### config.mk
export PLATFORM = sky130hd
export DESIGN_NAME = gpio_port_regs
export DESIGN_NICKNAME = d
export VERILOG_FILES = /design/src/rtl/gpio_port_pkg.sv /design/src/rtl/gpio_sync2.sv /design/src/rtl/gpio_addr_dec.sv /design/src/rtl/gpio_sc_reg.sv /design/src/rtl/gpio_pull_ctrl.sv /design/src/rtl/gpio_port_regs.sv
export SDC_FILE = /design/constraint.sdc
export NUM_CORES = 1
export LEC_CHECK = 0
export BUFFER_PORTS_ARGS = -buffer_cell sky130_fd_sc_hd__buf_2
export CAP_MARGIN = 10
export CORE_ASPECT_RATIO = 0.6
export CORE_MARGIN = 1
export CORE_UTILIZATION = 55
export CTS_CLUSTER_SIZE = 16
export DETAILED_ROUTE_END_ITERATION = 16
export GPL_TIMING_DRIVEN = 0
export PLACE_DENSITY = 0.79
export SLEW_MARGIN = 20
export SYNTH_ARGS = -nofsm -noshare
export SYNTH_HDL_FRONTEND = slang
export SYNTH_SLANG_ARGS = --single-unit
### constraint.sdc
create_clock -name clk -period 2.7 [get_ports clk]
set_input_delay 0.405 -clock clk [delete_from_list [all_inputs] [get_ports clk]]
set_output_delay 0.405 -clock clk [all_outputs]
set_load 0.1 [all_outputs]
### src/rtl/gpio_port_pkg.sv
package gpio_port_pkg;
  localparam int NGRP = 8;
  localparam int GW   = 3;

  localparam int GRP_OWN  = 0;
  localparam int GRP_DRV  = 1;
  localparam int GRP_LVL  = 2;
  localparam int GRP_MASK = 3;
  localparam int GRP_PU   = 4;
  localparam int GRP_PD   = 5;
  localparam int GRP_FILT = 6;
  localparam int GRP_PIN  = 7;

  localparam logic [1:0] SUB_SET  = 2'd0;
  localparam logic [1:0] SUB_CLR  = 2'd1;
  localparam logic [1:0] SUB_STAT = 2'd2;

  function automatic logic [31:0] reg_addr(input int grp, input logic [1:0] sub);
    return 32'(grp * 16) + {28'd0, sub, 2'b00};
  endfunction

  function automatic logic grp_rst_bit(input int grp);
    return (grp == GRP_OWN) || (grp == GRP_PU);
  endfunction
endpackage

### src/rtl/gpio_sync2.sv
module gpio_sync2 #(
  parameter int W = 32
) (
  input  logic         clk,
  input  logic         rst,
  input  logic [W-1:0] d,
  output logic [W-1:0] q
);
  logic [W-1:0] meta;

  always_ff @(posedge clk) begin
    if (rst) begin
      meta <= '0;
      q    <= '0;
    end else begin
      meta <= d;
      q    <= meta;
    end
  end
endmodule

### src/rtl/gpio_addr_dec.sv
module gpio_addr_dec
  import gpio_port_pkg::*;
#(
  parameter int AW = 32
) (
  input  logic [AW-1:0]   addr,
  input  logic            wr,
  input  logic            rd,
  output logic [NGRP-1:0] set_stb,
  output logic [NGRP-1:0] clr_stb,
  output logic            ld_stb,
  output logic            rd_stat,
  output logic [GW-1:0]   rd_grp
);
  logic          hit;
  logic [GW-1:0] grp;
  logic [1:0]    sub;

  assign hit    = (addr[AW-1:4+GW] == '0) && (addr[1:0] == 2'b00);
  assign grp    = addr[4+GW-1:4];
  assign sub    = addr[3:2];
  assign rd_grp = grp;

  assign ld_stb  = wr && hit && (grp == GW'(GRP_LVL)) && (sub == SUB_STAT);
  assign rd_stat = rd && hit && (sub == SUB_STAT);

  for (genvar g = 0; g < NGRP; g++) begin : g_grp
    assign set_stb[g] = wr && hit && (grp == GW'(g)) && (sub == SUB_SET);
    assign clr_stb[g] = wr && hit && (grp == GW'(g)) && (sub == SUB_CLR);
  end
endmodule

### src/rtl/gpio_sc_reg.sv
module gpio_sc_reg #(
  parameter int W = 32,
  parameter logic RST_BIT = 1'b0
) (
  input  logic         clk,
  input  logic         rst,
  input  logic         set_stb,
  input  logic         clr_stb,
  input  logic         ld_stb,
  input  logic [W-1:0] wdata,
  input  logic [W-1:0] ld_mask,
  input  logic [W-1:0] set_allow,
  output logic [W-1:0] q
);
  logic [W-1:0] nxt;

  always_comb begin
    nxt = q;
    if (set_stb) nxt = q | (wdata & set_allow);
    if (clr_stb) nxt = q & ~wdata;
    if (ld_stb)  nxt = (q & ~ld_mask) | (wdata & ld_mask);
  end

  always_ff @(posedge clk) begin
    if (rst) q <= {W{RST_BIT}};
    else     q <= nxt;
  end
endmodule

### src/rtl/gpio_pull_ctrl.sv
module gpio_pull_ctrl #(
  parameter int W = 32
) (
  input  logic         clk,
  input  logic         rst,
  input  logic         pu_set,
  input  logic         pu_clr,
  input  logic         pd_set,
  input  logic         pd_clr,
  input  logic [W-1:0] wdata,
  output logic [W-1:0] pu_q,
  output logic [W-1:0] pd_q
);
  gpio_sc_reg #(.W(W), .RST_BIT(1'b1)) u_pu (
    .clk(clk), .rst(rst), .set_stb(pu_set), .clr_stb(pu_clr), .ld_stb(1'b0),
    .wdata(wdata), .ld_mask('0), .set_allow(~pd_q), .q(pu_q)
  );

  gpio_sc_reg #(.W(W), .RST_BIT(1'b0)) u_pd (
    .clk(clk), .rst(rst), .set_stb(pd_set), .clr_stb(pd_clr), .ld_stb(1'b0),
    .wdata(wdata), .ld_mask('0), .set_allow(~pu_q), .q(pd_q)
  );
endmodule

### src/rtl/gpio_port_regs.sv
module gpio_port_regs
  import gpio_port_pkg::*;
#(
  parameter int NPINS = 32,
  parameter int AW    = 32
) (
  input  logic             clk,
  input  logic             rst,
  input  logic [AW-1:0]    bus_addr,
  input  logic [NPINS-1:0] bus_wdata,
  input  logic             bus_wr,
  input  logic             bus_rd,
  output logic [NPINS-1:0] bus_rdata,
  input  logic [NPINS-1:0] pin_in,
  input  logic [NPINS-1:0] periph_out,
  input  logic [NPINS-1:0] periph_oe,
  output logic [NPINS-1:0] pad_out,
  output logic [NPINS-1:0] pad_oe,
  output logic [NPINS-1:0] pad_pu,
  output logic [NPINS-1:0] pad_pd,
  output logic [NPINS-1:0] pad_debounce
);
  logic [NGRP-1:0]  set_stb;
  logic [NGRP-1:0]  clr_stb;
  logic             ld_stb;
  logic             rd_stat;
  logic [GW-1:0]    rd_grp;
  logic [NPINS-1:0] st [NGRP];
  logic [NPINS-1:0] pin_sync;
  logic [NPINS-1:0] own_q, oe_q, odata_q, wmask_q, pu_q, pd_q, filt_q;

  gpio_addr_dec #(.AW(AW)) u_dec (
    .addr(bus_addr), .wr(bus_wr), .rd(bus_rd),
    .set_stb(set_stb), .clr_stb(clr_stb), .ld_stb(ld_stb),
    .rd_stat(rd_stat), .rd_grp(rd_grp)
  );

  for (genvar g = 0; g < NGRP; g++) begin : g_ctl
    if (g != GRP_PU && g != GRP_PD && g != GRP_PIN) begin : g_sc
      gpio_sc_reg #(.W(NPINS), .RST_BIT(grp_rst_bit(g))) u_reg (
        .clk(clk), .rst(rst),
        .set_stb(set_stb[g]), .clr_stb(clr_stb[g]),
        .ld_stb((g == GRP_LVL) ? ld_stb : 1'b0),
        .wdata(bus_wdata),
        .ld_mask((g == GRP_LVL) ? wmask_q : '0),
        .set_allow('1),
        .q(st[g])
      );
    end
  end

  gpio_pull_ctrl #(.W(NPINS)) u_pull (
    .clk(clk), .rst(rst),
    .pu_set(set_stb[GRP_PU]), .pu_clr(clr_stb[GRP_PU]),
    .pd_set(set_stb[GRP_PD]), .pd_clr(clr_stb[GRP_PD]),
    .wdata(bus_wdata), .pu_q(pu_q), .pd_q(pd_q)
  );

  gpio_sync2 #(.W(NPINS)) u_sync (
    .clk(clk), .rst(rst), .d(pin_in), .q(pin_sync)
  );

  assign st[GRP_PU]  = pu_q;
  assign st[GRP_PD]  = pd_q;
  assign st[GRP_PIN] = pin_sync;

  assign own_q   = st[GRP_OWN];
  assign oe_q    = st[GRP_DRV];
  assign odata_q = st[GRP_LVL];
  assign wmask_q = st[GRP_MASK];
  assign filt_q  = st[GRP_FILT];

  always_ff @(posedge clk) begin
    if (rst) bus_rdata <= '0;
    else     bus_rdata <= rd_stat ? st[rd_grp] : '0;
  end

  always_ff @(posedge clk) begin
    if (rst) begin
      pad_out      <= '0;
      pad_oe       <= '0;
      pad_pu       <= '1;
      pad_pd       <= '0;
      pad_debounce <= '0;
    end else begin
      pad_out      <= (own_q & odata_q) | (~own_q & periph_out);
      pad_oe       <= (own_q & oe_q)    | (~own_q & periph_oe);
      pad_pu       <= pu_q;
      pad_pd       <= pd_q;
      pad_debounce <= filt_q;
    end
  end
endmodule

* Word level (Yosys, flattened, before mapping) *
Cells that the tools add are included.

word-level totals
  bits in registers = 480
  bits of input ports = 164
  output and inout port bits = 192
  logic and storage cells = 112

operators by class
  $lt $le $gt $ge = 1
  eq/ne operators = 8
  mux-type cells = 18
  bitwise logic cells = 32
  reduce and logical (&&, ||, !) cells = 38

operator list
  cell                                                      number
  2-to-1 mux 32 bit                                         17
  AND 32 bit                                                15
  bitwise OR 32 bit                                         10
  NOT 32 bit                                                5
  binary-select mux 32 bit (select 3 bit)                   1
  logical AND 1 bit                                         26
  logical NOT 25 bit                                        1
  nonzero test 2 bit                                        6
  equality test 3 bit, second input constant                3
  equality test 3 x 2 -> 1 bit, second input constant       2
  greater-or-equal comparator 4 bit, second input constant  1
  logical NOT 2 bit                                         2
  NOT 3 -> 4 bit                                            1
  equality test 3 x 1 -> 1 bit, second input constant       1
  logical NOT 3 bit                                         1
  nonzero test 3 bit                                        1
  equality test 2 x 1 -> 1 bit, second input constant       1
  equality test 2 bit, second input constant                1
  OR reduction 2 bit                                        1
  NOT 1 bit                                                 1

* Depth between registers and ports, before layout *
  word-level depth = 8
  gate-level depth with buffers = 8
  depth with buffers taken out = 5

* Modules after synthesis *
Synthesis repeated with hierarchy kept, for this count alone.

unflattened totals
  cells, all modules = 2,720
  area total of the unflattened synthesis = 24,459.7 um^2

by module, submodules not included
  module                                  instances  cells an instance  area each (um^2)  sequential area each (um^2)
  gpio_sc_reg at g_ctl[1].g_sc.u_reg ...  5          230                1,975.6           640.6
  gpio_port_regs                          1          693                7,490.9           3,843.7
  gpio_sc_reg at g_ctl[0].g_sc.u_reg ...  2          314                2,294.7           640.6
  gpio_sync2                              1          135                1,918.1           1,281.2
  gpio_addr_dec                           1          49                 339.1             0.0
  gpio_pull_ctrl                          1          65                 244.0             0.0

* Least setup slack after synthesis *
OpenSTA, ideal clock, no wires.

  path kind = input-to-reg
  start = input port bus_addr[20]
  end = register with a tool-made name
  setup time = 0.121 ns
  arrival time = 2.087 ns
  required time = 2.579 ns
  setup slack = 0.492 ns
  stages = 6
  buffers on the path = 1
  path through = nor4_2 nand4_4 or4_1 buf_4 nor2_1 mux2_2

RTL lines
  what         line                 text
  from (decl)  gpio_port_regs.sv:9  input logic [AW-1:0] bus_addr,

* Worst setup path after layout *
  start = input port rst
  end = register pad_out[20]

RTL lines
  what                  line                  text
  from (decl)           gpio_port_regs.sv:8   input logic rst,
  to (signal assigned)  gpio_port_regs.sv:86  pad_out <= (own_q & odata_q) | (~own_q & periph_out);
  to (decl)             gpio_port_regs.sv:17  output logic [NPINS-1:0] pad_out,

No word-level cell between the ends.

==> impl_metrics.ini <==
[drt]
drt_iter0_drc = 2648
dr.pass1.iters = 6
wl_per_cell_um = 25.4
routed_wl_um = 69000
vias = 17523
drc_errors = 0
vias_per_cell = 6.45
ant_nets = 0

[setup_path]
crit_path_max_fanout = 10
cp-end-kind = flip-flop
crit_arrival_ns = 3.02
cp_slowest_cell = clkbuf_1
crit_chain = clkbuf_1, clkbuf_1, clkbuf_1, clkbuf_1, nor2_1
criticalPathCategory = primary input to flip-flop
slowest_delay_ns = 0.80
worstSetupStartpointType = primary input
crit_top_cell = clkbuf_1
crit_required_ns = 3.10

[floorplan]
die_w_um = 240
core-area_mm2 = 0.0329
io_pins = 356
dieArea_mm2 = 0.0347
die_h_um = 145
num_rows = 51
initial_utilization_pct = 56.7

[synthesis]
seq_area_frac_synth_pct = 51.4
synthesis.area_mm2 = 0.0187
yosysWarnings = 0
synthCells = 1851
synth.avg_cell_area_um2 = 10.1
synth_seq_cells = 480
syn_nets = 2015
synth_cell_types = 35

[sta]
min_period_over_period_pct = 97.0
drv_slew = 0
finalHoldViolations = 0
fmax_mhz = 382
period_needed_ns = 2.62
rsz0062_at_grt = false
finalSetupViolCount = 0
relSlewSlack_pct = 31.9
setup_ws_ns = 0.0822
worst_pin_slew_ns = 1.02
fin_skew_ns = 0.0241

[global_route]
grt_pass1_vias = 16316
grt_usage_pct = 38.8
antenna_found_initial = 6
grt_overflow = 0
grt_pass1_wl_um = 99300
grt_max_degree = 17

[clock_network]
holdBufCountCts = 0
clk_pin_slew_ns = 0.06
cts_max_level = 2
cts_root_buffer = clkbuf_16
cts_buffer_depth = 3
cts.sinks = 480
cts_tree = yes
clk_latency_ns = 0.57
cts_buffers = 42

[min_path]
holdCritPathClass = primary input to flip-flop

[finish]
fin_nets = 2391
num-fill-cells = 2534
fin_util_pct = 68.5
drive_gt1_share_pct = 24.5
layout_common_cells = dfxtp_1, buf_2, nor2_1
final_common_cell = dfxtp_1
syn2layout_area_growth_pct = 20.7

[run]
drv_cap = 0

[placed_design]
place_hpwl_um = 49300
pre_cts_ws_ns = -0.317
port-buffer-count = 329
gp_congestion = 0.954

[pwr]
pwr_density_cell_mw_per_mm2 = 670
p_leak_nw = 9.42
peakVddDrop_v = 0.000394

[run_status]
status = complete, no violations
==> worst max-delay path, delay by kind of cell <==
kind,cells,cell delay (ns)
buf+inv,4,2.42
simple gates,1,0.18
==> metrics by stage <==
| stage | total power (W) | instances | cell area, um^2 | TNS (ns) | hold slack [ns] |
|---|---|---|---|---|---|
| after floorplan | 0.00777 | 1851 | 18700 | 0 | 0.414 |
| after global placement | 0.00817 | 2630 | 20900 | -17.85 | 0.419 |
| after detailed placement | 0.00819 | 2630 | 20900 | -23.69 | 0.423 |
| after CTS | 0.0150 | 2708 | 22500 | 0 | 0.0380 |
| after global routing | 0.0154 | 2716 | 22500 | 0 | 0.0568 |
| final | 0.0151 | 2717 | 22500 | 0 | 0.0486 |
==> report_power, final <==
group          internal [W]  switching (W)
registers           0.00712      0.0000143
logic              0.000294       0.000656
clock network       0.00420        0.00282
==> cells by family (layout without fill, tap and decap cells) <==
| family | Yosys count | in the layout | synth area share [%] |
|---|---|---|---|
| compound gates | 510 | 510 | 17.6 |
| simple gates | 484 | 484 | 13.1 |
| flops | 480 | 480 | 51.4 |
| other cells | 0 | 6 | 0 |
| buf+inv | 216 | 626 | 4.86 |
| mux | 161 | 161 | 12.9 |
==> path summary, 6_finish.rpt <==
kind,cells past startpoint,startpoint,end,slack (ns)
max reg2reg,3,flip-flop,bus_rdata[11],1.37
max,5,rst,pad_out[20],0.08
min,2,pin_in[4],u_sync.meta[4],0.05
min reg2reg,1,u_sync.meta[23],u_sync.q[23],0.44
==> repair_timing <==
| item | in CTS | in global routing |
|---|---|---|
| setup endpoints to repair | 0 | 2 |
| setup buffers | 0 | 3 |
| endpoints found under the hold margin | 0 | 0 |
| gates resized for setup | 0 | 0 |
==> final cells by class <==
type	count	area (um^2)	area share, %
diodes	6	15.0	0.0666
well taps	450	563	2.50
repair buffers	332	1680	7.46
multi-input cells	1155	8170	36.2
clock buffers	54	1190	5.28
plain buffers	182	779	3.46
inverters	34	128	0.566
clock inverters	24	414	1.84
flip-flops and latches	480	9610	42.6
==> cell usage after synthesis <==
master / instances / share of area, %
dfxtp_1: 480 / 51
nor2_1: 195 / 3.9
clkbuf_1: 132 / 2.7
a31oi_1: 128 / 4.3
a21oi_1: 118 / 3.2
nor2b_1: 100 / 3.3
mux2i_1: 96 / 5.1
nand2_1: 69 / 1.4
a311oi_1: 64 / 3.0
mux4_2: 64 / 7.7
o21ai_0: 55 / 1.5
a211oi_1: 42 / 1.7
and2_1: 35 / 1.2
inv_1: 34 / 0.68
or2_2: 33 / 1.1
and3_1: 32 / 1.1
o211ai_1: 32 / 1.3
o21bai_1: 32 / 1.3
o31ai_1: 31 / 1.2
buf_2: 29 / 0.78
buf_1: 9 / 0.18
buf_4: 8 / 0.32
o21ai_1: 8 / 0.21
nor4_2: 7 / 0.47
buf_6: 4 / 0.24
nand3_1: 2 / 0.054
nor4_1: 2 / 0.067
nor4_4: 2 / 0.23
or3_1: 2 / 0.067
and4_1: 1 / 0.047
mux2_2: 1 / 0.060
nand4_1: 1 / 0.034
nand4_4: 1 / 0.11
nor3_1: 1 / 0.027
or4_1: 1 / 0.040
==> per-layer routing <==
metal / global-route usage, % / share of wire, %
met5: 0 / 0
met4: 16.2 / 3.6
met3: 14.2 / 16
met2: 55.2 / 41
met1: 53.1 / 39
(Power assumes the default switching activity.)
